File: config.mk
export PLATFORM = sky130hd
export DESIGN_NAME = pgwalk_two_level
export DESIGN_NICKNAME = d
export VERILOG_FILES = /design/src/rtl/pgwalk_pkg.sv /design/src/rtl/pgwalk_addr_gen.sv /design/src/rtl/pgwalk_pte_decode.sv /design/src/rtl/pgwalk_two_level.sv
export SDC_FILE = /design/constraint.sdc
export NUM_CORES = 1
export LEC_CHECK = 0
export ABC_AREA = 1
export BUFFER_PORTS_ARGS = -buffer_cell sky130_fd_sc_hd__buf_2
export CORE_ASPECT_RATIO = 0.5
export CORE_MARGIN = 10
export CORE_UTILIZATION = 50
export DETAILED_ROUTE_END_ITERATION = 12
export HOLD_SLACK_MARGIN = 0.05
export PLACE_DENSITY = 0.8
export SYNTH_ARGS = -nofsm -noshare
export SYNTH_HDL_FRONTEND = slang
export SYNTH_SLANG_ARGS = --single-unit
File: constraint.sdc
create_clock -name clk -period 2.56 [get_ports clk]
set_input_delay 0.256 -clock clk [delete_from_list [all_inputs] [get_ports clk]]
set_output_delay 0.256 -clock clk [all_outputs]
set_load 0.1 [all_outputs]
File: src/rtl/pgwalk_pkg.sv
package pgwalk_pkg;
   typedef enum logic [2:0] {
      WS_IDLE,
      WS_READ_MASTER,
      WS_WAIT_MASTER,
      WS_READ_SECOND,
      WS_WAIT_SECOND,
      WS_DONE,
      WS_FAULT
   } walk_state_t;

   localparam logic [1:0] CAUSE_NONE     = 2'd0;
   localparam logic [1:0] CAUSE_NO_TABLE = 2'd1;
   localparam logic [1:0] CAUSE_BAD_LEAF = 2'd2;
endpackage

File: src/rtl/pgwalk_addr_gen.sv
module pgwalk_addr_gen #(
   parameter int PA_W        = 32,
   parameter int IDX_W       = 10,
   parameter int ENTRY_BYTES = 4
) (
   input  logic [PA_W-1:0]  base,
   input  logic [IDX_W-1:0] idx,
   output logic [PA_W-1:0]  addr
);
   localparam bit POW2 = ((ENTRY_BYTES & (ENTRY_BYTES - 1)) == 0);
   localparam int SH   = $clog2(ENTRY_BYTES);

   generate
      if (IDX_W > PA_W) begin : g_bad_idx
         $error("index wider than physical address");
      end
      if (POW2) begin : g_shift
         assign addr = base + (PA_W'(idx) << SH);
      end else begin : g_mult
         assign addr = base + PA_W'(idx) * PA_W'(ENTRY_BYTES);
      end
   endgenerate
endmodule

File: src/rtl/pgwalk_pte_decode.sv
module pgwalk_pte_decode #(
   parameter int PTE_W  = 32,
   parameter int PFN_W  = 20,
   parameter int PROT_W = 4
) (
   input  logic [PTE_W-1:0]  pte,
   output logic              valid,
   output logic [PFN_W-1:0]  pfn,
   output logic [PROT_W-1:0] prot
);
   generate
      if (PTE_W <= PFN_W + PROT_W + 1) begin : g_bad_pte
         $error("entry too narrow for frame, protection and valid fields");
      end
   endgenerate

   logic unused_mid;

   assign valid      = pte[0];
   assign prot       = pte[PROT_W:1];
   assign pfn        = pte[PTE_W-1 -: PFN_W];
   assign unused_mid = ^pte[PTE_W-PFN_W-1:PROT_W+1];
endmodule

File: src/rtl/pgwalk_two_level.sv
module pgwalk_two_level
   import pgwalk_pkg::*;
#(
   parameter int VA_W        = 32,
   parameter int OFF_W       = 12,
   parameter int L1_W        = 10,
   parameter int L2_W        = 10,
   parameter int PA_W        = 32,
   parameter int PFN_W       = 20,
   parameter int PTE_W       = 32,
   parameter int PROT_W      = 4,
   parameter int ENTRY_BYTES = 4
) (
   input  logic                   clk,
   input  logic                   rst_n,
   input  logic                   walk_start,
   input  logic [VA_W-1:0]        walk_va,
   input  logic [PA_W-1:0]        root_base,
   output logic                   walk_busy,
   output logic                   walk_done,
   output logic                   walk_fault,
   output logic [1:0]             fault_cause,
   output logic [L1_W+L2_W-1:0]   res_vpn,
   output logic [PFN_W-1:0]       res_pfn,
   output logic [PROT_W-1:0]      res_prot,
   output logic [PA_W-1:0]        res_pa,
   output logic                   mem_req_valid,
   output logic [PA_W-1:0]        mem_req_addr,
   input  logic                   mem_req_ready,
   input  logic                   mem_rsp_valid,
   input  logic [PTE_W-1:0]       mem_rsp_data
);
   localparam int VPN_W = L1_W + L2_W;

   generate
      if (VA_W != L1_W + L2_W + OFF_W) begin : g_bad_va
         $error("virtual address split does not add up");
      end
      if (PA_W != PFN_W + OFF_W) begin : g_bad_pa
         $error("physical address must be frame plus offset");
      end
      if (ENTRY_BYTES < 1) begin : g_bad_entry
         $error("entry size must be positive");
      end
   endgenerate

   walk_state_t          state_q, state_d;
   logic [VA_W-1:0]      va_q;
   logic [PA_W-1:0]      root_q;
   logic [PA_W-1:0]      tbl_q;
   logic [PFN_W-1:0]     pfn_q;
   logic [PROT_W-1:0]    prot_q;
   logic [1:0]           cause_q;

   logic [L1_W-1:0]      l1_idx;
   logic [L2_W-1:0]      l2_idx;
   logic [PA_W-1:0]      master_addr, second_addr;
   logic                 ent_valid;
   logic [PFN_W-1:0]     ent_pfn;
   logic [PROT_W-1:0]    ent_prot;

   assign l1_idx = va_q[VA_W-1 -: L1_W];
   assign l2_idx = va_q[OFF_W+L2_W-1 -: L2_W];

   pgwalk_addr_gen #(.PA_W(PA_W), .IDX_W(L1_W), .ENTRY_BYTES(ENTRY_BYTES)) u_master_addr (
      .base (root_q),
      .idx  (l1_idx),
      .addr (master_addr)
   );

   pgwalk_addr_gen #(.PA_W(PA_W), .IDX_W(L2_W), .ENTRY_BYTES(ENTRY_BYTES)) u_second_addr (
      .base (tbl_q),
      .idx  (l2_idx),
      .addr (second_addr)
   );

   pgwalk_pte_decode #(.PTE_W(PTE_W), .PFN_W(PFN_W), .PROT_W(PROT_W)) u_decode (
      .pte   (mem_rsp_data),
      .valid (ent_valid),
      .pfn   (ent_pfn),
      .prot  (ent_prot)
   );

   always_comb begin
      state_d = state_q;
      unique case (state_q)
         WS_IDLE:        if (walk_start) state_d = WS_READ_MASTER;
         WS_READ_MASTER: if (mem_req_ready) state_d = WS_WAIT_MASTER;
         WS_WAIT_MASTER: if (mem_rsp_valid) state_d = ent_valid ? WS_READ_SECOND : WS_FAULT;
         WS_READ_SECOND: if (mem_req_ready) state_d = WS_WAIT_SECOND;
         WS_WAIT_SECOND: if (mem_rsp_valid) state_d = ent_valid ? WS_DONE : WS_FAULT;
         WS_DONE:        state_d = WS_IDLE;
         WS_FAULT:       state_d = WS_IDLE;
         default:        state_d = WS_IDLE;
      endcase
   end

   always_ff @(posedge clk) begin
      if (!rst_n) begin
         state_q <= WS_IDLE;
         va_q    <= '0;
         root_q  <= '0;
         tbl_q   <= '0;
         pfn_q   <= '0;
         prot_q  <= '0;
         cause_q <= CAUSE_NONE;
      end else begin
         state_q <= state_d;
         if (state_q == WS_IDLE && walk_start) begin
            va_q    <= walk_va;
            root_q  <= root_base;
            cause_q <= CAUSE_NONE;
         end
         if (state_q == WS_WAIT_MASTER && mem_rsp_valid) begin
            if (ent_valid) tbl_q <= {ent_pfn, {OFF_W{1'b0}}};
            else           cause_q <= CAUSE_NO_TABLE;
         end
         if (state_q == WS_WAIT_SECOND && mem_rsp_valid) begin
            if (ent_valid) begin
               pfn_q  <= ent_pfn;
               prot_q <= ent_prot;
            end else begin
               cause_q <= CAUSE_BAD_LEAF;
            end
         end
      end
   end

   assign mem_req_valid = (state_q == WS_READ_MASTER) || (state_q == WS_READ_SECOND);
   assign mem_req_addr  = (state_q == WS_READ_SECOND) ? second_addr : master_addr;
   assign walk_busy     = (state_q != WS_IDLE);
   assign walk_done     = (state_q == WS_DONE);
   assign walk_fault    = (state_q == WS_FAULT);
   assign fault_cause   = cause_q;
   assign res_vpn       = va_q[VA_W-1 -: VPN_W];
   assign res_pfn       = pfn_q;
   assign res_prot      = prot_q;
   assign res_pa        = {pfn_q, va_q[OFF_W-1:0]};


   req_hold_chk: assert property (@(posedge clk) disable iff (!rst_n)
      (mem_req_valid && !mem_req_ready) |=> (mem_req_valid && $stable(mem_req_addr)));


   one_outstanding_chk: assert property (@(posedge clk) disable iff (!rst_n)
      (mem_req_valid && mem_req_ready) |=> !mem_req_valid);


   pulse_end_chk: assert property (@(posedge clk) disable iff (!rst_n)
      (walk_done || walk_fault) |=> (!walk_done && !walk_fault && !walk_busy));


   fault_cause_chk: assert property (@(posedge clk) disable iff (!rst_n)
      walk_fault |-> (fault_cause != CAUSE_NONE));


   no_second_read_chk: assert property (@(posedge clk) disable iff (!rst_n)
      (state_q == WS_WAIT_MASTER && mem_rsp_valid && !ent_valid) |=> (walk_fault && !mem_req_valid));


   busy_start_ignored_chk: assert property (@(posedge clk) disable iff (!rst_n)
      (walk_busy && walk_start) |=> $stable(res_vpn));


   stray_rsp_chk: assert property (@(posedge clk) disable iff (!rst_n)
      (!walk_busy && !walk_start && mem_rsp_valid) |=> !walk_busy);
endmodule

Yosys cells after proc, flatten, opt, wreduce, memory -nomap -nowiden
Index checks and enable logic that the tools add are counted.
{ "op_classes": {"addsub": 2, "n_eq_ne": 11, "n_mux": 14, "n_reduce_logical": 9} }
{ "ops": {"columns": ["operator", "count"], "rows": [
  ["adder 32 x 12 -> 32 bit", 2],
  ["two-way mux 32 bit", 1],
  ["two-way mux 3 bit", 6],
  ["one-hot mux 3 bit (5 select lines)", 1],
  ["two-way mux 2 bit", 6],
  ["!= test 2 bit, second input constant", 5],
  ["equality test 3 bit, second input constant", 3],
  ["equality test 3 x 2 -> 1 bit, second input constant", 2],
  ["AND reduction 5 bit", 1],
  ["AND reduction 2 bit", 2],
  ["equality test 3 x 1 -> 1 bit, second input constant", 1],
  ["logical AND 1 bit", 3],
  ["logical NOT 3 bit", 1],
  ["nonzero test 3 bit", 1],
  ["logical OR 1 bit", 1]
]} }
{ "totals": {"register_bits": 113, "output_inout_bits": 114, "word_cells": 43} }

Longest topological paths before layout
Gate-level depths: netlist of the first run.
{ "logic_depth": {"depth_word": 7, "depth_mapped": 13, "mapped_depth_nobuf": 13} }

By module
From an unflattened synthesis of the first run, not the netlist that was laid out.
{ "hier_totals": {"cells_unflattened": 1230, "hier_area_um2": 7583.5} }
{ "modules_own_cells": {"columns": ["mod", "n_inst", "cells_per_inst", "area_each_um2", "seq_area_each_um2"], "rows": [
  ["pgwalk_two_level", 1, 655, 4680.7, 2262.2],
  ["pgwalk_addr_gen", 2, 275, 1357.6, 0.0],
  ["pgwalk_pte_decode", 1, 25, 187.7, 0.0]
]} }

Worst setup path after synthesis of the first run
Ideal clock, no wire load.
{ "synth_timing": {"path_type": "register to output", "startpoint": "register va_q[22]", "endpoint": "output port mem_req_addr[10]", "t_arrival_ns": 4.082, "required_time_ns": 2.304, "slack_ns": -1.778, "path_stages_with_launch": 9, "path_buffers": 0, "cell_sequence": "dfxtp_1 > ha_1 > fa_1 > nand3_1 > nand3_1 > nand2_1 > nand2_1 > xnor2_1 > o21ai_0"} }
{ "synth_between": {"elab_chain_cells": 2} }
{ "synth_rtl": {"columns": ["element", "line", "rtl"], "rows": [
  ["start, declared", "pgwalk_two_level.sv:48", "logic [VA_W-1:0] va_q;"],
  ["start signal, assigned", "pgwalk_two_level.sv:110", "va_q <= walk_va;"],
  ["adder 32 x 12 -> 32 bit", "pgwalk_addr_gen.sv:18", "assign addr = base + (PA_W'(idx) << SH);"],
  ["two-way mux 32 bit", "pgwalk_two_level.sv:130", "assign mem_req_addr = (state_q == WS_READ_SECOND) ? second_addr : master_addr;"],
  ["end, declared", "pgwalk_two_level.sv:28", "output logic [PA_W-1:0] mem_req_addr,"]
]} }
No other way between the ends.

Worst setup path in the final report of the first run
{ "layout_timing": {"startpoint": "register root_q[11]", "endpoint": "output port mem_req_addr[26]"} }
{ "layout_between": {"elab_chain_cells": 2} }
{ "layout_rtl": {"columns": ["element", "line", "rtl"], "rows": [
  ["start, declared", "pgwalk_two_level.sv:49", "logic [PA_W-1:0] root_q;"],
  ["start signal, assigned", "pgwalk_two_level.sv:111", "root_q <= root_base;"],
  ["adder 32 x 12 -> 32 bit", "pgwalk_addr_gen.sv:18", null],
  ["two-way mux 32 bit", "pgwalk_two_level.sv:130", null]
]} }
No other way between the ends.

==> results by group, run 1 <==
Clock tree
  • CTS tree: built
  • CTS Hold Bufs: 0
  • CTS buffer count: 17
  • Bufs on Longest Clock Path: 2
  • Root buf cell: clkbuf_16
  • Num Clock Sinks: 113
  • CTS clk-pin slew, worst paths: ~0.06 ns
  • Depth of the CTS H-tree: 4
  • Clk_lat worst skew: 0.42 ns

Place
  • Port Buffer Count: 207
  • Post-place setup slack: approximately 0.057 ns
  • Hpwl dp: between 10000 and 15000 um
  • DP Area: 7400 sq um
  • GPL Wtd Cong: 0.882
  • Dpl cells: 1197

Logic synthesis
  • Average cell area after synthesis: 6.74 sq um
  • Sequential share of the synthesized area: 37.8%
  • Ys flop type: dfxtp_1
  • Synth Warn #: 0
  • Synthesized Nets: 1000
  • Synthesized instance count: 888
  • Post-synthesis cell type count: 34
  • Yosys reg bits: around 110
  • Ys async rst share: 0%
  • Post-synth EDFFs: 0
  • Post-Syn Area: 5990 sq um

Floorplan
  • Die height: slightly below 100 um
  • Standard-cell row count: 28
  • Die Footprint: about 17000 sq um
  • Initial Util: approximately half
  • Core Area: 11800 sq um
  • Ports: ~220
  • DIE WIDTH: 175 um

Pwr
  • Leakage: 0.00390 uW
  • Sequential share of power: 21.7%
  • Peak supply drop: roughly 0.0014 V
  • Pwr/cell area: 1400 nW/um^2
  • Clock share of power: between 20% and 30%
  • Int Pwr: ~5400 uW
  • Comb pwr share: roughly 58%
  • Sw Pwr: 6260 uW
  • Sw Ratio: 53.7%

Final layout
  • Fillers: 981
  • Share of post-route cells with drive strength above 1: 35.5%
  • Final #Nets: 1170
  • Post-Layout Cell Count: ~1.2k
  • ANT cells: 0
  • Design area: 8350 sq um
  • Finished Core Util: between 70% and 80%
  • Layout area overhead: 39.4%

Global routing
  • Antenna violations before repair: 0
  • Gr ovfl total: 0
  • Pin count of the biggest net entering global routing: 83
  • Vias in the first global route: 6149
  • First-pass GRT wire length: 30500 um
  • Tot GR Track Use: 21.6%

STA
  • Hold WS: 0.0742 ns
  • Max-slew violations: 0
  • Tcrit/Tclk final: ~100%
  • RSZ-0062 raised after global routing: true
  • Crit path time final: 2.54 ns
  • Worst slew pin tran: 0.707 ns
  • Max transition margin: between 50% and 60%
  • Setup violators final: 0
  • Hold Violations, Final: 0
  • Slack of the critical path: 0.0226 ns
  • F_max: around 0.39 GHz
  • Skew final: 0.0101 ns

Drt
  • Routed WL: 19600 um
  • Drt first-iter violations: 466
  • DR vias: 6338
  • DRT Pass-1 Iters: 5
  • DRC viols: 0
  • Vias per cell: about 5
  • Wire per inst: roughly 16 um
  • Post-DRT Antenna Nets: 0

Setup path
  • Ordered list of cells on the worst path: ha_4 > nand2_1 > nor2_2 > inv_1 > nor2_1 > nand3_2 > nand2_1 > nand2_1 > nand2_1 > nand2_1 > nand2_2 > buf_12
  • Worst Setup Path Type: reg2out
  • Slowest-stage cell, CP: dfxtp_1
  • CP startpoint kind: flop
  • Crit path DAT: 2.28 ns
  • Cell mode on critical path: nand2_1
  • Worst Path Required: 2.30 ns
  • Critical path endpoint category: output pin
  • Max FO, Critical Path: 5
  • Slowest cell delay on critical path: 0.34 ns

Hold path
  • Worst hold-check path type: in2reg

Status
  • Status: completed

Run
  • # Max-Cap Violations: 0
Yosys cell counts, types with 4 or more instances:
master | number | share of area [%]
inv_2 | 8 | 0.50
inv_1 | 105 | 6.6
nor3_1 | 7 | 0.59
xnor2_1 | 7 | 1.0
o21ai_1 | 37 | 3.1
nand3_2 | 5 | 0.84
nand2_2 | 8 | 0.84
nand4_1 | 4 | 0.42
nor2_2 | 6 | 0.63
o21ai_0 | 60 | 5.0
nand3_1 | 75 | 6.3
nand2_1 | 185 | 12
clkbuf_1 | 16 | 1.0
a21oi_1 | 92 | 7.7
ha_1 | 10 | 2.1
dfxtp_1 | 113 | 38
buf_2 | 18 | 1.5
nor2_1 | 74 | 4.6
buf_4 | 36 | 4.5
cells in the final DEF, fill, tap and decap left out, types with 15 or more instances in the layout:
cell and n:
buf_2 180, nand2_1 152, inv_1 104, dfxtp_1 94
a21oi_1 91, nor2_1 69, nand3_1 66, o21ai_0 52
nand2_2 39, o21ai_1 38, buf_12 26, clkbuf_16 18
dfxtp_2 18, buf_4 15
power groups by stage:
stage	Clock [uW]	Combinational [uW]	Sequential (uW)
6_report	2400	6730	2530
5_1_grt	2510	7020	2570
4_1_cts	2410	6600	2480
3_5_place_dp	0	6490	2500
3_3_place_gp	0	6410	2470
2_1_floorplan	0	4060	3300
registers in the layout, indices dropped and copies added (netlist names):
signal	count
fault_cause	2
res_pfn	20
res_prot	4
root_q	32
state_q	3
tbl_q	20
va_q	32
kinds of logic after synthesis:
logic type      after synthesis  share of synthesized area, %
flops                       113                          37.8
simple gates                373                          27.2
fa+ha+maj                    11                          2.42
xor+xnor                      8                          1.17
buf+inv                     184                          14.3
compound gates              199                          17.1
critical path, delay by kind of cell, from the launching register on:
family        cells  cell delay, ns
fa+ha+maj         1            0.31
flops             1            0.34
simple gates      9            1.00
buf+inv           2            0.24
final timing paths:
kind	start	to	slack (ns)	depth (start not counted)
worst min register to register	va_q[10]	va_q[10]	0.44	2
worst min-delay path	mem_rsp_data[31]	tbl_q[31]	0.07	3
worst max register to register	state_q[2]	root_q[31]	0.63	5
worst max-delay path	root_q[11]	mem_req_addr[26]	0.02	12
stage by stage:
| step | total power [uW] | setup TNS (ns) |
|---|---|---|
| finish | 11600 | 0 |
| floorplan | 7370 | -2.75 |
| CTS | 11500 | -0.139 |
| global placement | 8880 | 0 |
| global route | 12100 | -0.288 |
| detailed placement | 8980 | 0 |
final cells by class:
cell class | instances | area (sq um) | area share, %
multi-input combinational | 591 | 3270 | 39.2
sequential | 113 | 2290 | 27.4
timing repair buffer | 222 | 1560 | 18.7
clock buffer | 17 | 425 | 5.10
inverter | 113 | 424 | 5.08
tap | 165 | 206 | 2.47
clock inverter | 15 | 173 | 2.07
routing by layer:
layer / routed length [um] / up-vias / global-route usage [%]
met5: 0 / - / 0
met2: 9350 / 238 / 36.3
met4: 383 / 0 / 7.51
met1: 8730 / 2879 / 26.1
li1: - / 3180 / -
met3: 1190 / 41 / 6.09
repair_timing:
action	in CTS	in global routing
pin swaps	8	19
setup buffers	4	3
setup endpoints to repair	21	23
gates resized for setup	21	48
(Power assumes the default switching activity.)
==> run 2, diff against run 1 <==
Clock period 2.56 ns to 2.8 ns, I/O delays scaled along.
==> run 2 against run 1 <==
Compared with the run above:
- sequential power down 11%
- combinational power down 15%
- critical path type unchanged
- non-clock buffer count down 9
- critical endpoint is now mem_req_addr[16]
- wire length down 5.0%
- via count down 1.3%
- global-route usage down 0.33 points
- setup slack better by 0.093 ns
- final cell count down 0.81%
- clock power down 8%
==> results by group, run 2 (same netlist as run 1, synthesis figures left out) <==
Drt
  • Vias per cell: 5.10 (-0.52%)
  • Drt first-iter violations: 532 (+14%)
  • DR vias: 6254 (-1.3%)
  • Post-DRT Antenna Nets: 0 (unchanged)
  • DRC viols: 0 (unchanged)
  • Routed WL: 18700 um (-5.0%)
  • Wire per inst: 15.2 um (-4.2%)
  • DRT Pass-1 Iters: 5 (unchanged)

Floorplan
  • Ports: 215 (unchanged)
  • Initial Util: 50.9% (unchanged)
  • Core Area: 11800 sq um (unchanged)
  • Standard-cell row count: 28 (unchanged)
  • DIE WIDTH: 175 um (unchanged)
  • Die height: 97.4 um (unchanged)
  • Die Footprint: 17000 sq um (unchanged)

STA
  • RSZ-0062 raised after global routing: false
  • Setup violators final: 0 (unchanged)
  • Tcrit/Tclk final: 95.9%
  • Crit path time final: approximately 2.7 ns
  • F_max: 0.373 GHz
  • Max-slew violations: 0 (unchanged)
  • Skew final: 0.0109 ns (+0.000796 ns)
  • Max transition margin: 24.7% (-28 points)
  • Hold Violations, Final: 0 (unchanged)
  • Final setup TNS: 0 ns (unchanged)
  • Worst slew pin tran: 1.13 ns (+0.421 ns)

Setup path
  • Max FO, Critical Path: 7 (+2)
  • Worst Path Required: 2.52 ns (+0.22 ns)
  • Worst Setup Path Type: reg2out
  • CP startpoint kind: flop
  • Worst R2R Path Depth: 5 (unchanged)
  • Crit path DAT: 2.40 ns (+0.12 ns)
  • Critical path endpoint category: output pin

Global routing
  • Pin count of the biggest net entering global routing: 128 (+54%)
  • Tot GR Track Use: 21.3% (-0.33 points)
  • First-pass GRT wire length: 30300 um (-0.61%)
  • Vias in the first global route: 6194 (+0.73%)
  • Gr ovfl total: 0 (unchanged)
  • Antenna violations before repair: 0 (unchanged)

Place
  • Dpl cells: 1195 (-0.17%)
  • GPL Wtd Cong: 0.886 (+0.43%)
  • Port Buffer Count: 207 (unchanged)
  • Hpwl dp: 14000 um (-2.9%)
  • DP Area: 7170 sq um (-3.2%)

Final layout
  • Reg area: 2270 sq um (-0.60%)
  • Area of the multi-input gates: 3040 sq um (-7.2%)
  • Commonest non-fill, non-tap cell in the layout: buf_2
  • Share of post-route cells with drive strength above 1: 29.8% (-5.7 points)
  • Layout area overhead: 32.0%
  • Final #Nets: 1161 (-0.77%)
  • Post-Layout Cell Count: 1226 (-0.81%)
  • Fillers: 1084 (+10%)
  • Biggest regs: root_q: 32 flops, va_q: 32 flops
  • Most frequent cells in the layout: buf_2, nand2_1, inv_1, dfxtp_1, a21oi_1
  • ANT cells: 0 (unchanged)
  • Design area: 7910 sq um (-5.3%)

Pwr
  • Peak supply drop: 0.000750 V (-47%)
  • Final Power: 10200 uW (-13%)
  • Leakage: 0.00379 uW (-2.7%)
  • Pwr/cell area: 1290 nW/um^2 (-7.7%)

Clock tree
  • Depth of the CTS H-tree: 4 (unchanged)
  • Clk_lat worst skew: 0.41 ns (about the same)
  • Setup Fix Bufs, Post-CTS: 0 (-4)
  • Num Clock Sinks: 113 (unchanged)
  • Bufs on Longest Clock Path: 2 (unchanged)
  • CTS clk-pin slew, worst paths: 0.05 ns (about the same)
  • CTS buffer count: 17 (unchanged)
  • Root buf cell: clkbuf_16
  • CTS tree: built

Hold path
  • Hold Crit Depth: 3 (unchanged)
  • Worst hold-check path type: in2reg

Run
  • # Max-Cap Violations: 0 (unchanged)

Status
  • Status: completed
run 2: changes by cell type in the layout (fill, tap and decap cells not counted), moves of 6 or more:
cell     change
dfxtp_1      +9
dfxtp_2      -8
ha_4         -9
ha_1         +6
buf_12      -10
nand2_1     +28
nand2_2     -26
run 2: stage by stage:
step,worst slack (ns),hold slack (ns),utilization (%)
after global routing,0.00262,0.122,67.2
after global placement,0.407,0.427,60.9
final,0.116,0.122,67.2
after detailed placement,0.365,0.434,60.9
after floorplan,-0.505,0.415,-
after CTS,0.00400,0.110,66.3
run 2: timing repair:
action | CTS | global route
gates cloned | 0 | 0
gates resized for setup | 9 | 33
hold buffers | 0 | 0
setup endpoints to repair | 11 | 18
run 2: layout make-up:
class                   instances  area share, %
multi-input cells             591           38.4
clock buffers                  18           5.56
inverters                     113           5.37
repair buffers                213           17.2
flip-flops and latches        113           28.8
clock inverters                13           2.06
well taps                     165           2.61
run 2: critical path: stages, from the launching register on:
cell,delay [ns]
dfxtp_2,0.33
ha_1,0.38
nand2_1,0.15
nor2_1,0.18
nand3_1,0.16
nand3_2,0.20
nand2_1,0.07
nand2_1,0.06
nand3_1,0.08
nand2_1,0.11
buf_4,0.29
run 2: final timing paths:
| kind | slack [ns] | startpoint | to |
|---|---|---|---|
| worst max-delay path | 0.12 | va_q[30] | mem_req_addr[16] |
| worst min-delay path | 0.12 | mem_rsp_data[13] | tbl_q[13] |
| worst max register to register | 0.69 | state_q[2] | va_q[23] |
| worst min register to register | 0.44 | va_q[2] | va_q[2] |
run 2: routing by layer:
metal,vias to the layer above,global-route usage (%),part of all wire (%)
li1,3158,-,-
met1,2864,26.2,45
met2,203,35.7,47
met3,29,5.16,5.8
met4,0,7.45,2.0
met5,-,0,0
run 2: report_power, final:
part           internal (uW)  switching [uW]  total [uW]
Sequential              1970             284        2260
Combinational           1300            4430        5720
Clock                   1420             783        2200
Total                   4690            5490       10200
==> run 3, diff against run 2 <==
Settings changed: CORE_MARGIN 10 to 2, CORE_UTILIZATION 50 to 53, PLACE_DENSITY 0.8 to 0.81, SYNTH_HIERARCHICAL from default to 1.
==> run 3 against run 2 <==
Compared with the run above:
- sequential share of layout area fell by 4.8 points
- combinational power down 23%
- clock skew is 0.00094 ns lower
- final area grew 20%
- sequential cell count did not move
- clock power is 5% lower
- power decreased by 16%
==> results by group, run 3 <==
Setup path
  • CP startpoint kind: flop
  • Ordered list of cells on the worst path: ha_1 > nand2_1 > nor2_1 > nand2_1 > nand3_4 > xor2_2 > nand2_1 > nand2_2 > buf_12
  • Critical path endpoint category: output pin
  • Max FO, Critical Path: 7 (unchanged)
  • Slowest-stage cell, CP: ha_1
  • Worst R2R Path Depth: 6 (+1)
  • Worst Setup Path Type: reg2out
  • Crit path max-delay family: simple AND/OR/NAND/NOR gates
  • Crit path DAT: 2.43 ns (+0.03 ns)
  • Cell mode on critical path: nand2_1
  • Worst Path Required: 2.52 ns (about the same)
  • Slowest cell delay on critical path: 0.40 ns (+0.02 ns)
  • Worst path buffer plus inverter count: 1 (unchanged)
  • Critical path depth: 9 (-1)

Place
  • GPL Wtd Cong: 0.917 (+3.5%)
  • Port Buffer Count: 207 (unchanged)
  • Hpwl dp: 16300 um (+17%)
  • Post-place setup slack: 0.332 ns (-0.0327 ns)
  • DP Area: 8860 sq um (+24%)

STA
  • F_max: 0.369 GHz (-1.0%)
  • Slack of the critical path: 0.0882 ns (-0.0276 ns)
  • Hold Violations, Final: 0 (unchanged)
  • RSZ-0062 raised after global routing: false
  • Worst slew pin tran: 0.662 ns (-0.467 ns)
  • Crit path time final: 2.71 ns (+0.0276 ns)
  • Tcrit/Tclk final: 96.9% (+0.99 points)
  • Setup violators final: 0 (unchanged)
  • Max-slew violations: 0 (unchanged)
  • Max transition margin: 55.9% (+31 points)
  • Skew final: 0.00992 ns (-0.000942 ns)
  • Final setup TNS: 0 ns (unchanged)

Drt
  • DRT Pass-1 Iters: 5 (unchanged)
  • Post-DRT Antenna Nets: 0 (unchanged)
  • DRC viols: 0 (unchanged)
  • Drt first-iter violations: 639 (+20%)
  • Routed WL: 22000 um (+18%)
  • Vias per cell: 5.16 (+1.1%)
  • DR vias: 8207 (+31%)
  • Wire per inst: 13.8 um (-9.4%)

Hold path
  • Hold Crit Depth: 3 (unchanged)
  • Worst hold-check path type: in2reg

Logic synthesis
  • Synth Warn #: 6 (+6)
  • Ys async rst share: 0% (unchanged)
  • Yosys top cell area share: 29.8% (-8.0 points)
  • Post-Syn Area: 7580 sq um (+27%)
  • Commonest cells post-synth: nand2_1, dfxtp_1, inv_1, nor2_1, a21oi_1
  • Most common cell in the synthesized netlist: nand2_1
  • Yosys reg bits: 113 (unchanged)
  • Largest area contributor in the netlist: dfxtp_1
  • Post-synth EDFFs: 0 (unchanged)
  • Post-synthesis cell type count: 33 (-2.9%)
  • Ys flop type: dfxtp_1
  • Sequential share of the synthesized area: 29.8% (-8.0 points)
  • Synthesized instance count: 1230 (+39%)
  • Average cell area after synthesis: 6.17 sq um (-8.6%)
  • Ranking of synthesized cells by area: dfxtp_1, nand2_1, a21oi_1

Final layout
  • Final #Nets: 1509 (+30%)
  • Biggest regs: root_q: 32 flops, va_q: 32 flops
  • Layout area overhead: 25.2%
  • Share of post-route cells with drive strength above 1: 22.9% (-6.9 points)
  • Design area: 9500 sq um (+20%)
  • Commonest non-fill, non-tap cell in the layout: nand2_1
  • Fillers: 1257 (+16%)
  • Reg area: 2280 sq um (about the same)
  • Area of the multi-input gates: 4450 sq um (+47%)
  • Most frequent cells in the layout: nand2_1, buf_2, dfxtp_1, inv_1, nor2_1
  • ANT cells: 0 (unchanged)

Global routing
  • Vias in the first global route: 7351 (+19%)
  • First-pass GRT wire length: 35100 um (+16%)
  • Gr ovfl total: 0 (unchanged)
  • Tot GR Track Use: 28.3% (+7.0 points)
  • Antenna violations before repair: 0 (unchanged)
  • Pin count of the biggest net entering global routing: 67 (-48%)

Pwr
  • Peak supply drop: 0.000488 V (-35%)
  • Pwr/cell area: 904 nW/um^2 (-30%)
  • Leakage: 0.00480 uW (+27%)

Floorplan
  • Ports: 215 (unchanged)
  • DIE WIDTH: 173 um (-0.91%)
  • Initial Util: 55.0% (+4.2 points)
  • Core Area: 13800 sq um (+17%)
  • Standard-cell row count: 30 (+7.1%)
  • Die height: 88.6 um (-9.0%)
  • Die Footprint: 15300 sq um (-9.9%)

Run
  • # Max-Cap Violations: 0 (unchanged)

Clock tree
  • Depth of the CTS H-tree: 4 (unchanged)
  • CTS tree: built
  • Bufs on Longest Clock Path: 2 (unchanged)
  • CTS clk-pin slew, worst paths: 0.06 ns (about the same)
  • CTS buffer count: 17 (unchanged)
  • Root buf cell: clkbuf_16
  • Num Clock Sinks: 113 (unchanged)
  • Clk_lat worst skew: 0.42 ns (about the same)
  • CTS Hold Bufs: 0 (unchanged)

Status
  • Status: completed
[run 3: cell types whose count changed in the layout (fill, tap and decap cells not counted), moves of 6 or more]
cell and delta:
nand3b_1 +14, inv_1 -6, o21ai_0 -31, nor2_1 +23
nand4_1 +15, ha_1 +11, o21ai_1 -38, nand2_1 +311
conb_1 +13, buf_12 +16, xor2_1 +20
[run 3: where the power goes]
part | leakage [uW] | total (uW) | internal, uW | switching [uW]
Clock | 0.000262 | 2090 | 1230 | 867
Sequential | 0.000925 | 2100 | 1850 | 251
Combinational | 0.00362 | 4390 | 1170 | 3220
[run 3: timing repair]
action,CTS,global route
resized for setup,5,11
setup endpoints to repair,8,12
pin swaps,1,4
endpoints found under the hold margin,0,0
buffers inserted,0,1
[run 3: final cells by class]
class	count	area share, %
Inverter	107	4.24
Clock buffer	17	4.48
Tap cell	192	2.53
Sequential cell	113	24.0
Timing Repair Buffer	214	16.5
Clock inverter	15	1.42
Multi-Input combinational cell	933	46.9
[run 3: worst reg2reg max path, cell delays in order, from the launching register on]
cell     delay, ns
dfxtp_1       0.40
nor2_4        0.21
nand2_1       0.13
inv_2         0.35
nand2_2       0.39
nand2_1       0.18
a21oi_1       0.07
[run 3: through the flow]
stage / hold WS (ns) / cells / power [uW] / util (%)
6_report: 0.101 / 1591 / 8580 / 68.9
5_1_grt: 0.102 / 1591 / 8940 / 68.9
4_1_cts: 0.0940 / 1590 / 8540 / 68.5
3_5_place_dp: 0.450 / 1558 / 6450 / 64.3
3_3_place_gp: 0.445 / 1558 / 6400 / 64.3
2_1_floorplan: 0.404 / 1242 / 5380 / -
[run 3: worst paths after layout]
check                    from                to  slack (ns)
setup / recovery     va_q[31]  mem_req_addr[14]        0.09
hold / removal    walk_va[30]          va_q[30]        0.10
setup reg to reg   state_q[1]       res_pfn[15]        0.94
hold reg to reg   res_prot[2]       res_prot[2]        0.46
[run 3: logic make-up after synthesis]
family | Yosys count | synth area share, %
compound gates | 121 | 8.15
xor+xnor | 24 | 2.77
fa+ha+maj | 22 | 3.83
buf+inv | 196 | 13.3
flops | 113 | 29.8
other cells | 1 | 0.0494
simple gates | 753 | 42.1
[run 3: metal layers]
| layer | up-vias | GRT usage [%] | wire length [um] |
|---|---|---|---|
| met5 | - | 0 | 0 |
| met4 | 0 | 5.78 | 163 |
| met3 | 17 | 4.77 | 1570 |
| met2 | 311 | 49.2 | 9900 |
| met1 | 3760 | 37.9 | 10300 |
| li1 | 4119 | - | - |
